File: config.mk
export PLATFORM = sky130hd
export DESIGN_NAME = pt_walker
export DESIGN_NICKNAME = d
export VERILOG_FILES = /design/src/rtl/pt_walker_pkg.sv /design/src/rtl/pt_walker_ctrl.sv /design/src/rtl/pt_walker_dp.sv /design/src/rtl/pt_walker.sv
export SDC_FILE = /design/constraint.sdc
export NUM_CORES = 1
export LEC_CHECK = 0
export BUFFER_PORTS_ARGS = -buffer_cell sky130_fd_sc_hd__buf_2
export CAP_MARGIN = 20
export CORE_MARGIN = 3
export CORE_UTILIZATION = 30
export CTS_CLUSTER_DIAMETER = 200
export CTS_CLUSTER_SIZE = 24
export DETAILED_ROUTE_END_ITERATION = 8
export GPL_TIMING_DRIVEN = 0
export HOLD_SLACK_MARGIN = 0.05
export MAX_ROUTING_LAYER = met4
export PLACE_DENSITY = 0.64
export SLEW_MARGIN = 5
export SYNTH_ARGS = -nofsm -noshare
export SYNTH_HDL_FRONTEND = slang
export SYNTH_SLANG_ARGS = --single-unit
File: constraint.sdc
create_clock -name clk -period 3.7 [get_ports clk]
set_input_delay 0.37 -clock clk [delete_from_list [all_inputs] [get_ports clk]]
set_output_delay 0.37 -clock clk [all_outputs]
set_load 0.005 [all_outputs]
File: src/rtl/pt_walker_pkg.sv
package pt_walker_pkg;

  typedef enum logic [1:0] {
    ST_IDLE    = 2'd0,
    ST_READ_L1 = 2'd1,
    ST_READ_L2 = 2'd2,
    ST_DONE    = 2'd3
  } walkState_t;

  // strobes from control to datapath, valid for one cycle
  typedef struct packed {
    logic accept;      // latch request, issue first read
    logic issueL2;     // issue second read from the response
    logic finishOk;    // publish frame from the response
    logic finishFault; // publish fault
  } walkCtl_t;

endpackage

File: src/rtl/pt_walker_ctrl.sv
module pt_walker_ctrl
  import pt_walker_pkg::*;
(
  input  logic     clk,
  input  logic     rstN,
  input  logic     reqValid,
  input  logic     memRspValid,
  input  logic     rspEntryValid,
  output logic     reqReady,
  output walkCtl_t ctl
);

  walkState_t state, stateNext;

  always_ff @(posedge clk) begin
    if (!rstN) state <= ST_IDLE;
    else       state <= stateNext;
  end

  always_comb begin
    ctl       = '0;
    stateNext = state;
    reqReady  = 1'b0;
    unique case (state)
      ST_IDLE: begin
        reqReady = 1'b1;
        if (reqValid) begin
          ctl.accept = 1'b1;
          stateNext  = ST_READ_L1;
        end
      end
      ST_READ_L1: begin
        if (memRspValid) begin
          if (rspEntryValid) begin
            ctl.issueL2 = 1'b1;
            stateNext   = ST_READ_L2;
          end else begin
            ctl.finishFault = 1'b1;
            stateNext       = ST_DONE;
          end
        end
      end
      ST_READ_L2: begin
        if (memRspValid) begin
          ctl.finishOk    = rspEntryValid;
          ctl.finishFault = !rspEntryValid;
          stateNext       = ST_DONE;
        end
      end
      ST_DONE: stateNext = ST_IDLE;
      default: stateNext = ST_IDLE;
    endcase
  end

endmodule

File: src/rtl/pt_walker_dp.sv
module pt_walker_dp
  import pt_walker_pkg::*;
#(
  parameter int VA_W   = 32,
  parameter int PAGE_W = 12,
  parameter int PTE_W  = 32
) (
  input  logic                      clk,
  input  logic                      rstN,
  input  walkCtl_t                  ctl,
  input  logic [VA_W-1:0]           reqVaddr,
  input  logic [PTE_W-PAGE_W-1:0]   rootFrame,
  input  logic [PTE_W-1:0]          memRspData,
  output logic                      rspEntryValid,
  output logic                      memReqValid,
  output logic [PTE_W-1:0]          memReqAddr,
  output logic                      doneValid,
  output logic                      doneFault,
  output logic [PTE_W-PAGE_W-1:0]   doneFrame
);

  localparam int VPN_W       = VA_W - PAGE_W;
  localparam int IDX_W       = VPN_W / 2;
  localparam int FRAME_W     = PTE_W - PAGE_W;
  localparam int ENTRY_SHIFT = $clog2(PTE_W / 8);

  logic [IDX_W-1:0]   innerIdx;
  logic [IDX_W-1:0]   outerIdxIn;
  logic [IDX_W-1:0]   innerIdxIn;
  logic [FRAME_W-1:0] rspFrame;
  logic               dpUnused;

  assign outerIdxIn    = reqVaddr[VA_W-1 -: IDX_W];
  assign innerIdxIn    = reqVaddr[PAGE_W +: IDX_W];
  assign rspFrame      = memRspData[PTE_W-1:PAGE_W];
  assign rspEntryValid = memRspData[0];
  assign dpUnused      = ^{reqVaddr[PAGE_W-1:0], memRspData[PAGE_W-1:1]};

  always_ff @(posedge clk) begin
    if (!rstN) begin
      innerIdx    <= '0;
      memReqValid <= 1'b0;
      memReqAddr  <= '0;
      doneValid   <= 1'b0;
      doneFault   <= 1'b0;
      doneFrame   <= '0;
    end else begin
      memReqValid <= ctl.accept | ctl.issueL2;
      doneValid   <= ctl.finishOk;
      doneFault   <= ctl.finishFault;
      doneFrame   <= ctl.finishOk ? rspFrame : '0;
      if (ctl.accept) begin
        innerIdx   <= innerIdxIn;
        memReqAddr <= {rootFrame, outerIdxIn, {ENTRY_SHIFT{1'b0}}};
      end else if (ctl.issueL2) begin
        memReqAddr <= {rspFrame, innerIdx, {ENTRY_SHIFT{1'b0}}};
      end
    end
  end

endmodule

File: src/rtl/pt_walker.sv
module pt_walker
  import pt_walker_pkg::*;
#(
  parameter int VA_W   = 32,
  parameter int PAGE_W = 12,
  parameter int PTE_W  = 32
) (
  input  logic                    clk,
  input  logic                    rstN,
  input  logic                    reqValid,
  input  logic [VA_W-1:0]         reqVaddr,
  input  logic [PTE_W-PAGE_W-1:0] rootFrame,
  output logic                    reqReady,
  output logic                    memReqValid,
  output logic [PTE_W-1:0]        memReqAddr,
  input  logic                    memRspValid,
  input  logic [PTE_W-1:0]        memRspData,
  output logic                    doneValid,
  output logic                    doneFault,
  output logic [PTE_W-PAGE_W-1:0] doneFrame
);

  walkCtl_t ctl;
  logic     rspEntryValid;

  pt_walker_ctrl u_ctrl (
    .clk           (clk),
    .rstN          (rstN),
    .reqValid      (reqValid),
    .memRspValid   (memRspValid),
    .rspEntryValid (rspEntryValid),
    .reqReady      (reqReady),
    .ctl           (ctl)
  );

  pt_walker_dp #(
    .VA_W   (VA_W),
    .PAGE_W (PAGE_W),
    .PTE_W  (PTE_W)
  ) u_dp (
    .clk           (clk),
    .rstN          (rstN),
    .ctl           (ctl),
    .reqVaddr      (reqVaddr),
    .rootFrame     (rootFrame),
    .memRspData    (memRspData),
    .rspEntryValid (rspEntryValid),
    .memReqValid   (memReqValid),
    .memReqAddr    (memReqAddr),
    .doneValid     (doneValid),
    .doneFault     (doneFault),
    .doneFrame     (doneFrame)
  );

endmodule

# Word level (Yosys, flattened, before mapping)
# Cells that the tools add are included.
word_totals:
  wordCells: 37
  regBits: 65
  output_inout_bits: 56
  inputBits: 88
classes:
  n_bitwise: 1
  muxes: 18
  eq_ne: 6
  reduce_logical: 5
op_table:
  columns: ["operator", "n"]
  rows:
  - ["32-bit 2-to-1 mux", 2]
  - ["1-bit 2-to-1 mux", 10]
  - ["2-bit 2-to-1 mux", 4]
  - ["2-bit one-hot mux with 4 select lines", 1]
  - ["2-bit != test (second input constant)", 3]
  - ["2-bit == test (second input constant)", 2]
  - ["3-bit AND reduction", 1]
  - ["2-bit by 1-bit == test with 1-bit output (second input constant)", 1]
  - ["2-bit zero test", 1]
  - ["1-bit one-hot mux with 2 select lines", 1]
  - ["2-bit AND reduction", 1]
  - ["2-bit nonzero test", 1]
  - ["1-bit zero test", 1]
  - ["1-bit OR", 1]

# Logic depth before layout (Yosys ltp)
# Gate-level depths: netlist of run 1.
depth:
  ltp_word: 5
  ltp_mapped: 7
  mapped_depth_nobuf: 5

# Cells and area by module
# Synthesis of run 1 repeated with hierarchy kept, for this count alone.
unflattened:
  cells_unflattened: 242
  area_unflattened_um2: 2871.5
modules_own_cells:
  columns: ["module", "seq_area_each_um2", "instances", "area_each_um2", "cells_each"]
  rows:
  - ["pt_walker_dp", 1261.2, 1, 2668.8, 220]
  - ["pt_walker_ctrl", 40.0, 1, 202.7, 22]

# Worst setup path after synthesis of run 1
# OpenSTA, ideal clock, no wires.
synth_timing:
  path_kind: "register to register"
  start: "register u_ctrl.state[1]"
  end: "register u_dp.memReqAddr[11]"
  arrival_time_ps: 1287
  setup_time_ps: 125
  setup_slack_ps: 2288
  path_stages_with_launch: 8
  required_ps: 3575
  path_buffers: 2
  synth_period_minus_slack_ps: 1412
  path_cell_list: "dfxtp_1 inv_1 ha_1 a32o_1 buf_6 buf_6 o21ai_1 a31oi_1"
synth_via:
  elab_chain_len: 3
  word_cells_on_any_way: 6
  cone_classes: "eq/ne (1); mux (3); reduce/logical (2)"
synth_rtl:
  columns: ["item", "line", "text"]
  rows:
  - ["start: declaration", "pt_walker_ctrl.sv:13", "walkState_t state, stateNext;"]
  - ["start signal: assignment", "pt_walker_ctrl.sv:17", "else state <= stateNext;"]
  - ["2-bit by 1-bit == test with 1-bit output or 2-bit zero test (tied branches)", "pt_walker_ctrl.sv:24", "unique case (state)"]
  - ["1-bit 2-to-1 mux", "pt_walker_ctrl.sv:24", null]
  - ["2-bit nonzero test (no line) or 32-bit 2-to-1 mux (tied branches)", null, null]
  - ["end signal: assignment", "pt_walker_dp.sv:54", "memReqAddr <= {rootFrame, outerIdxIn, {ENTRY_SHIFT{1'b0}}};"]
  - ["end signal: assignment", "pt_walker_dp.sv:56", "memReqAddr <= {rspFrame, innerIdx, {ENTRY_SHIFT{1'b0}}};"]
  - ["end: declaration", "pt_walker_dp.sv:16", "output logic [PTE_W-1:0] memReqAddr,"]
# Several ways; a longest one is shown, not always the timed one.
# A chain may end at the register's enable or synchronous reset.

# Worst setup path after layout of run 1
# Same ends and word-level chain as after synthesis.

==> flow_metrics.py, run 1 <==
metrics = {
    "die": {
        "die_area_um2": 9260,
        "die_height_um": 96.2,
        "start_util": 0.313,
        "core_um2": 7810,
        "rows": 32,
        "io_pins": 144,
        "fp.dieW_um": 96.2,
    },
    "synthesis": {
        "seq_area_frac_synth": 0.533,
        "syn_avg_cell_area_um2": 8.88,
        "syn_area_um2": 2440,
        "synth-main-ff-cell": "dfxtp_1",
        "yosys_warnings": 0,
        "synth_seq_cells": 65,
        "yosys-top-cells-area": "dfxtp_1, nand2_1, a31oi_1",
        "syn_inst": 275,
        "netlist.area_leader.share": 0.533,
        "synth_edf_count": 0,
        "yosysUniqueCellTypes": 24,
        "ys_async_sr_fraction": 0,
        "synth_common_cells": "nand2_1, dfxtp_1, a31oi_1",
        "yosysTopAreaCell": "dfxtp_1",
        "yosysMostFrequentCell": "nand2_1",
    },
    "grt": {
        "grt_use_total": 0.156,
        "overflow": 0,
        "grt_pass1_wl_mm": 10.7,
        "grt_max_degree": 11,
        "antenna_found_initial": 0,
        "grt_pass1_vias": 2220,
    },
    "finish": {
        "n_antenna_cell": 0,
        "drive_gt1_frac": 0.369,
        "area_growth_pct": 36.3,
        "layout.nets": 497,
        "design_area_um2": 3330,
    },
    "clocking": {
        "cts_hold_buf": 0,
        "clock_path_buffers": 2,
        "cts_resized": 0,
        "clk_pin_slew_worst_paths_ns": 0.07,
        "insertion_delay_ns": 0.33,
        "postCtsSetupBuffers": 0,
        "cts_tree": "done",
        "numCtsBuffers": 9,
        "htreeDepth": 3,
        "clock-sinks": 65,
        "root_buffer": "clkbuf_8",
    },
    "setup_path": {
        "reg2reg_depth": 6,
        "cp.arrival_ns": 1.93,
        "critPathKind": "reg2reg",
        "r2r_start": "u_ctrl.state[1]",
        "crit_start": "u_ctrl.state[1]",
        "ff2ff_setup_slack_ns": 2.03,
        "cp_max_fo": 10,
        "r2r-end": "u_dp.memReqAddr[11]",
        "critPathLaunchType": "flip-flop",
        "endpoint": "u_dp.memReqAddr[11]",
        "worstSetupEndpointType": "flip-flop",
        "required_ns": 3.96,
    },
    "timing": {
        "holdWs_ns": 0.246,
        "fmax_ghz": 0.598,
        "finalSetupTns_ns": 0,
        "tightest_slew_ns": 0.511,
        "drv_slew": 0,
        "rsz0062_at_grt": "false",
        "fin_crit_sh": 0.452,
        "slew_headroom": 0.659,
        "min_period_ns": 1.67,
        "final.setup_skew_ns": 0.00735,
        "setup_viol": 0,
        "finalHoldViolations": 0,
    },
    "routing": {
        "wirelength_mm": 7.05,
        "viasPerCell": 4.59,
        "drc": 0,
        "ant_nets": 0,
        "wl_per_cell_um": 13.9,
        "firstDrtPassIters": 4,
        "via_count": 2335,
        "drt_iter0_markers": 53,
    },
    "placed_design": {
        "io_buffers": 117,
        "post_dp_cell_area_um2": 3160,
        "dp_hpwl_mm": 5.10,
        "gp_congestion": 0.763,
    },
    "outcome": {
        "status": "finished, final reports clean",
    },
    "pwr": {
        "leakagePower_nw": 1.62,
        "p_switching_mw": 0.823,
        "intPower_mw": 1.50,
        "combinationalPowerShare": 0.368,
        "clockPowerShare": 0.229,
        "p_sw_frac": 0.354,
        "powerDensity_nw_per_um2": 698,
        "seqPwrFrac": 0.404,
        "max-vdd-ir-drop_mv": 0.287,
    },
    "run": {
        "drv_cap": 0,
    },
    "min_path": {
        "hp-class": "in2reg",
        "holdPathStages": 2,
    },
}
[per-layer routing]
metal,vias up,global-route usage,wire length (um)
met5,-,-,0
met4,0,0.0652,148
met3,14,0.0360,443
met2,81,0.246,3290
met1,1058,0.192,3180
li1,1182,-,-
[through the flow]
step	instances	utilization	total power [mW]	worst slack [ns]
after CTS	509	0.426	2.36	1.98
after floorplan	276	-	1.48	2.29
after global routing	509	0.426	2.49	1.83
after global placement	495	0.405	1.80	2.03
after detailed placement	495	0.405	1.82	2.02
final	509	0.426	2.32	2.03
[state kept, by name (all words and copies together) (netlist names)]
| register | count |
|---|---|
| u_ctrl.state | 2 |
| u_dp.doneFault | 1 |
| u_dp.doneFrame | 20 |
| u_dp.doneValid | 1 |
| u_dp.innerIdx | 10 |
| u_dp.memReqAddr | 30 |
| u_dp.memReqValid | 1 |
[layout make-up]
| class | count | area (um^2) |
|---|---|---|
| multi-input combinational | 184 | 983 |
| sequential | 65 | 1300 |
| buffer | 24 | 150 |
| timing repair buffer | 117 | 586 |
| fill | 821 | 4480 |
| inverter | 3 | 11.3 |
| clock inverter | 3 | 17.5 |
| tap | 102 | 128 |
| clock buffer | 11 | 151 |
[worst max-delay path, cell delays in order, from the launching register on]
cell and delay (ns):
dfxtp_1 0.40, inv_1 0.11, ha_1 0.26, nand2_1 0.12, clkbuf_1 0.39, nand2_1 0.16, a31oi_1 0.17
[cells by family (layout without fill, tap and decap cells)]
| family | after synthesis | count (layout) | synth area share |
|---|---|---|---|
| DFF | 65 | 65 | 0.533 |
| muxes | 1 | 1 | 0.00410 |
| AOI/OAI and AO/OA | 75 | 75 | 0.188 |
| and+or+nand+nor | 101 | 101 | 0.182 |
| buffers and inverters | 27 | 158 | 0.0661 |
| adders and majority gates | 5 | 5 | 0.0256 |
| other | 1 | 2 | 0.00154 |
[how the worst min path moves through the flow]
stage / startpoint / to / slack, ns
global route: memRspData[20] / u_dp.doneFrame[8] / 0.24
finish: memRspData[20] / u_dp.doneFrame[8] / 0.25
floorplan: u_dp.innerIdx[2] / u_dp.innerIdx[2] / 0.44
detailed placement: u_dp.innerIdx[7] / u_dp.innerIdx[7] / 0.45
CTS: memRspData[20] / u_dp.doneFrame[8] / 0.24
global placement: u_dp.innerIdx[6] / u_dp.innerIdx[6] / 0.45
[cell usage in the layout (no fill, tap or decap), types with 5 or more instances in the layout]
master      n
ha_1        5
clkbuf_8   11
dfxtp_1    65
nand2_1    73
o21ai_1    29
buf_2     125
clkbuf_1    7
and2_1     22
a21boi_1    8
a31oi_1    30
buf_6       5
[power by group through the flow]
stage / Clock [mW] / Sequential (mW) / Combinational, mW
final: 0.531 / 0.938 / 0.855
after global routing: 0.575 / 0.956 / 0.963
after CTS: 0.547 / 0.938 / 0.871
after detailed placement: 0 / 0.952 / 0.864
after global placement: 0 / 0.949 / 0.854
after floorplan: 0 / 0.964 / 0.513
(Power assumes the default switching activity.)
==> run 2, diff against run 1 <==
Settings changed: ABC_AREA from default to 1, PLACE_DENSITY 0.64 to 0.63.
Clock period 3.7 ns to 1.71 ns, I/O delays scaled along.
==> flow_metrics.py, run 2 <==
metrics = {
    "clocking": {
        "root_buffer": "clkbuf_8",
        "clock_path_buffers": 2,
        "postCtsSetupBuffers": 0,
        "numCtsBuffers": 9,
        "clock-sinks": 65,
        "cts_tree": "done",
        "htreeDepth": 3,
        "insertion_delay_ns": 0.34,
        "clk_pin_slew_worst_paths_ns": 0.08,
    },
    "grt": {
        "overflow": 0,
        "antenna_found_initial": 0,
        "grt_use_total": 0.156,
        "grt_max_degree": 13,
        "grt_pass1_vias": 2521,
        "grt_pass1_wl_mm": 11.9,
    },
    "finish": {
        "layout_common_cells": "buf_2, nor2_1, dfxtp_1, nand2_1, o21ai_0",
        "final_common_cell": "buf_2",
        "top_register": "u_dp.memReqAddr",
        "largest_register_ffs": 30,
        "drive_gt1_frac": 0.333,
        "layout.nets": 575,
        "fill_cells": 863,
        "layout_top_registers": "u_dp.memReqAddr x30, u_dp.doneFrame x20, u_dp.innerIdx x10",
        "n_antenna_cell": 0,
        "area_growth_pct": 39.6,
    },
    "synthesis": {
        "yosys-top-cells-area": "dfxtp_1, nor2_1, nand2_1",
        "synth_common_cells": "nor2_1, dfxtp_1, nand2_1",
        "seq_area_frac_synth": 0.502,
        "netlist.area_leader.share": 0.502,
        "syn_avg_cell_area_um2": 7.51,
        "syn_area_um2": 2590,
        "ys_async_sr_fraction": 0,
        "synth-main-ff-cell": "dfxtp_1",
        "yosysUniqueCellTypes": 22,
        "yosysTopAreaCell": "dfxtp_1",
        "yosysMostFrequentCell": "nor2_1",
        "synth_seq_cells": 65,
        "yosys_warnings": 0,
        "synth_edf_count": 0,
        "syn_inst": 345,
    },
    "run": {
        "drv_cap": 0,
    },
    "placed_design": {
        "io_buffers": 118,
        "gp_congestion": 0.833,
        "dp_hpwl_mm": 5.47,
    },
    "timing": {
        "fin_crit_sh": 0.890,
        "finalSetupTns_ns": 0,
        "holdWs_ns": 0.0697,
        "finalHoldViolations": 0,
        "final.setup_skew_ns": 0.00769,
        "min_period_ns": 1.52,
        "drv_slew": 0,
        "rsz0062_at_grt": "false",
        "setup_viol": 0,
        "fmax_ghz": 0.657,
    },
    "die": {
        "io_pins": 144,
        "core_um2": 8300,
        "start_util": 0.312,
        "die_height_um": 99.0,
        "rows": 33,
        "die_area_um2": 9790,
        "fp.dieW_um": 99.0,
    },
    "routing": {
        "via_count": 2565,
        "wirelength_mm": 7.22,
        "viasPerCell": 4.33,
        "firstDrtPassIters": 4,
        "ant_nets": 0,
        "drc": 0,
        "wl_per_cell_um": 12.2,
        "drt_iter0_markers": 98,
    },
    "min_path": {
        "hp-class": "in2reg",
        "min_to": "u_dp.doneFrame[2]",
        "hold_start": "memRspData[14]",
        "holdPathStages": 3,
    },
    "setup_path": {
        "cp_max_fo": 10,
        "critPathKind": "reg2reg",
        "required_ns": 1.94,
        "r2r-end": "u_dp.memReqAddr[27]",
        "reg2reg_depth": 8,
        "cp.arrival_ns": 1.76,
        "ff2ff_setup_slack_ns": 0.19,
        "r2r_start": "u_ctrl.state[0]",
        "crit_start": "u_ctrl.state[0]",
        "worstSetupEndpointType": "flip-flop",
        "critPathLaunchType": "flip-flop",
    },
    "pwr": {
        "leakagePower_nw": 1.90,
        "p_total_mw": 5.27,
        "powerDensity_nw_per_um2": 1450,
        "max-vdd-ir-drop_mv": 0.554,
    },
    "outcome": {
        "status": "finished, final reports clean",
    },
}
[run 2: worst max path at each step]
stage / to / slack, ns / cells after the start
2_1_floorplan: u_dp.memReqAddr[21] / 0.39 / 8
5_1_grt: u_dp.memReqAddr[30] / 0.006 / 8
6_report: u_dp.memReqAddr[27] / 0.19 / 8
3_5_place_dp: u_dp.memReqAddr[27] / 0.13 / 8
4_1_cts: u_dp.memReqAddr[27] / 0.13 / 8
3_3_place_gp: u_dp.memReqAddr[27] / 0.17 / 8
[run 2: metal layers]
layer | routed length [um] | vias to the layer above | share of wire | GRT usage
met5 | 0 | - | 0 | -
met4 | 182 | 0 | 0.025 | 0.0788
met3 | 420 | 16 | 0.058 | 0.0283
met2 | 3240 | 88 | 0.45 | 0.233
met1 | 3370 | 1125 | 0.47 | 0.202
li1 | - | 1336 | - | -
[run 2: final cells by class]
cell class / count / area, um^2 / share of cell area
inverter: 30 / 115 / 0.0318
sequential: 65 / 1300 / 0.359
tap: 105 / 131 / 0.0363
clock inverter: 6 / 91.3 / 0.0252
buffer: 21 / 155 / 0.0429
multi-input combinational: 230 / 1030 / 0.284
clock buffer: 10 / 138 / 0.0380
timing repair buffer: 125 / 661 / 0.183
[run 2: report_power, final]
group          total, mW  switching [mW]  internal, mW
logic               1.84            1.05         0.785
registers           1.96           0.139          1.82
clock network       1.47           0.611         0.863
[run 2: logic make-up after synthesis]
logic type / count (synthesis) / synth area share
flops: 65 / 0.502
compound gates: 64 / 0.125
fa+ha+maj: 5 / 0.0241
buf+inv: 51 / 0.104
other cells: 1 / 0.00145
simple gates: 159 / 0.244
[run 2: metrics by stage]
stage               cells  setup slack, ns   util  instance area, um^2
global route          592          0.00575  0.436                 3620
global placement      569            0.167  0.400                 3320
finish                592            0.188  0.436                 3620
floorplan             346            0.387      -                 2600
CTS                   592            0.126  0.436                 3620
detailed placement    569            0.127  0.400                 3320
[run 2: timing repair]
action	CTS	global route
setup endpoints to repair	0	4
endpoints found under the hold margin	7	0
resized for setup	0	1
hold buffers	7	0
[run 2: worst max-delay path, cell delays in order (launching register included)]
cell,delay (ns)
dfxtp_1,0.34
inv_1,0.16
ha_2,0.25
nand2_4,0.08
inv_4,0.10
buf_2,0.22
o21ai_0,0.13
nor2_1,0.12
nor2_1,0.05
==> run 3, diff against run 2 <==
Clock period 1.71 ns to 1.85 ns, I/O delays scaled along.
==> flow_metrics.py, run 3 (same netlist as run 2, synthesis figures left out) <==
metrics = {
    "grt": {
        "antenna_found_initial": 0,
        "grt_use_total": 0.153,
        "overflow": 0,
        "grt_pass1_vias": 2481,
        "grt_pass1_wl_mm": 11.7,
        "grt_max_degree": 13,
    },
    "routing": {
        "wl_per_cell_um": 12.1,
        "viasPerCell": 4.32,
        "drt_iter0_markers": 100,
        "via_count": 2528,
        "ant_nets": 0,
        "wirelength_mm": 7.05,
        "firstDrtPassIters": 4,
        "drc": 0,
    },
    "placed_design": {
        "io_buffers": 118,
        "gp_congestion": 0.833,
        "dp_hpwl_mm": 5.47,
        "dp_cells": 569,
    },
    "finish": {
        "top_register": "u_dp.memReqAddr",
        "area_growth_pct": 36.8,
        "instances_no_fill": 585,
        "drive_gt1_frac": 0.335,
        "layout_top_registers": "u_dp.memReqAddr x30, u_dp.doneFrame x20, u_dp.innerIdx x10",
        "n_antenna_cell": 0,
        "layout.nets": 568,
        "final_common_cell": "buf_2",
        "largest_register_ffs": 30,
        "layout_common_cells": "buf_2, nor2_1, dfxtp_1, nand2_1, o21ai_0",
    },
    "timing": {
        "min_period_ns": 1.55,
        "finalSetupTns_ns": 0,
        "final.setup_skew_ns": 0.00756,
        "setup_viol": 0,
        "drv_slew": 0,
        "rsz0062_at_grt": "false",
        "fin_crit_sh": 0.838,
        "finalHoldViolations": 0,
        "fmax_ghz": 0.645,
    },
    "die": {
        "rows": 33,
        "io_pins": 144,
        "die_height_um": 99.0,
        "start_util": 0.312,
        "die_area_um2": 9790,
        "core_um2": 8300,
        "fp.dieW_um": 99.0,
    },
    "setup_path": {
        "path_buf_inv": 3,
        "cp_cell_sequence": "inv_1 > ha_1 > nand2_4 > inv_4 > buf_2 > o21ai_0 > nor2_1 > nor2_1",
        "critPathMostFrequentCell": "nor2_1",
        "worstSetupEndpointType": "flip-flop",
        "crit_slowest_cell": "dfxtp_1",
        "critPathKind": "reg2reg",
        "cp.arrival_ns": 1.78,
        "cp_top_family": "buffers and inverters",
        "required_ns": 2.08,
        "critPathLaunchType": "flip-flop",
        "crit_path_max_incr_delay_ns": 0.34,
        "cp_max_fo": 10,
    },
    "clocking": {
        "cts_resized": 0,
        "htreeDepth": 3,
        "insertion_delay_ns": 0.34,
        "postCtsSetupBuffers": 0,
        "clock-sinks": 65,
        "clock_path_buffers": 2,
        "cts_tree": "done",
        "cts_hold_buf": 0,
        "numCtsBuffers": 9,
        "root_buffer": "clkbuf_8",
        "clk_pin_slew_worst_paths_ns": 0.08,
    },
    "outcome": {
        "status": "finished, final reports clean",
    },
    "min_path": {
        "hp-class": "in2reg",
    },
    "pwr": {
        "powerDensity_nw_per_um2": 1370,
        "leakagePower_nw": 1.87,
        "max-vdd-ir-drop_mv": 0.508,
    },
    "run": {
        "drv_cap": 0,
    },
}
-- run 3: cell types whose count changed in the layout (fill, tap and decap cells not counted) --
cell | before | now
ha_1 | 4 | 5
dlygate4sd3_1 | 7 | 0
ha_2 | 1 | 0
-- run 3: worst register-to-register path: cells and delay by family (launching register included) --
family,cells,cell delay [ns]
AO/OA/AOI/OAI,1,0.13
flip-flops,1,0.34
AND/OR/NAND/NOR,3,0.26
adder cells (fa/ha/maj),1,0.26
buffers and inverters,3,0.47
-- run 3: power breakdown --
| part | internal (mW) | switching (mW) | leakage [nW] |
|---|---|---|---|
| clock | 0.797 | 0.565 | 0.105 |
| combinational | 0.711 | 0.965 | 1.24 |
| sequential | 1.68 | 0.127 | 0.532 |
-- run 3: metal layers --
metal	GRT usage	vias to the layer above	wire length, um
li1	-	1322	-
met1	0.200	1100	3320
met2	0.225	88	3130
met3	0.0283	18	412
met4	0.0798	0	197
met5	-	-	0
-- run 3: path summary, 6_finish.rpt --
check                        start  cells after the start  slack (ns)             endpoint
hold reg to reg   u_dp.innerIdx[3]                      2        0.48     u_dp.innerIdx[3]
setup / recovery   u_ctrl.state[0]                      8        0.30  u_dp.memReqAddr[27]
hold / removal      memRspData[23]                      3        0.08   u_dp.doneFrame[11]
setup reg to reg   u_ctrl.state[0]                      8        0.30  u_dp.memReqAddr[27]
-- run 3: per-stage QoR --
stage / utilization / hold WS, ns / worst slack, ns / total power, mW / instance area, um^2
5_1_grt: 0.427 / 0.0732 / 0.0916 / 5.24 / 3550
3_5_place_dp: 0.400 / 0.422 / 0.267 / 3.55 / 3320
3_3_place_gp: 0.400 / 0.412 / 0.307 / 3.51 / 3320
6_report: 0.427 / 0.0793 / 0.300 / 4.84 / 3550
4_1_cts: 0.427 / 0.0581 / 0.266 / 4.93 / 3550
2_1_floorplan: - / 0.314 / 0.527 / 2.93 / 2600
-- run 3: area by class of cell --
cell class | count | area [um^2]
clock buffers | 10 | 138
plain buffers | 21 | 155
fillers | 872 | 4750
well taps | 105 | 131
repair buffers | 118 | 591
multi-input cells | 230 | 1020
inverters | 30 | 115
flip-flops and latches | 65 | 1300
clock inverters | 6 | 91.3
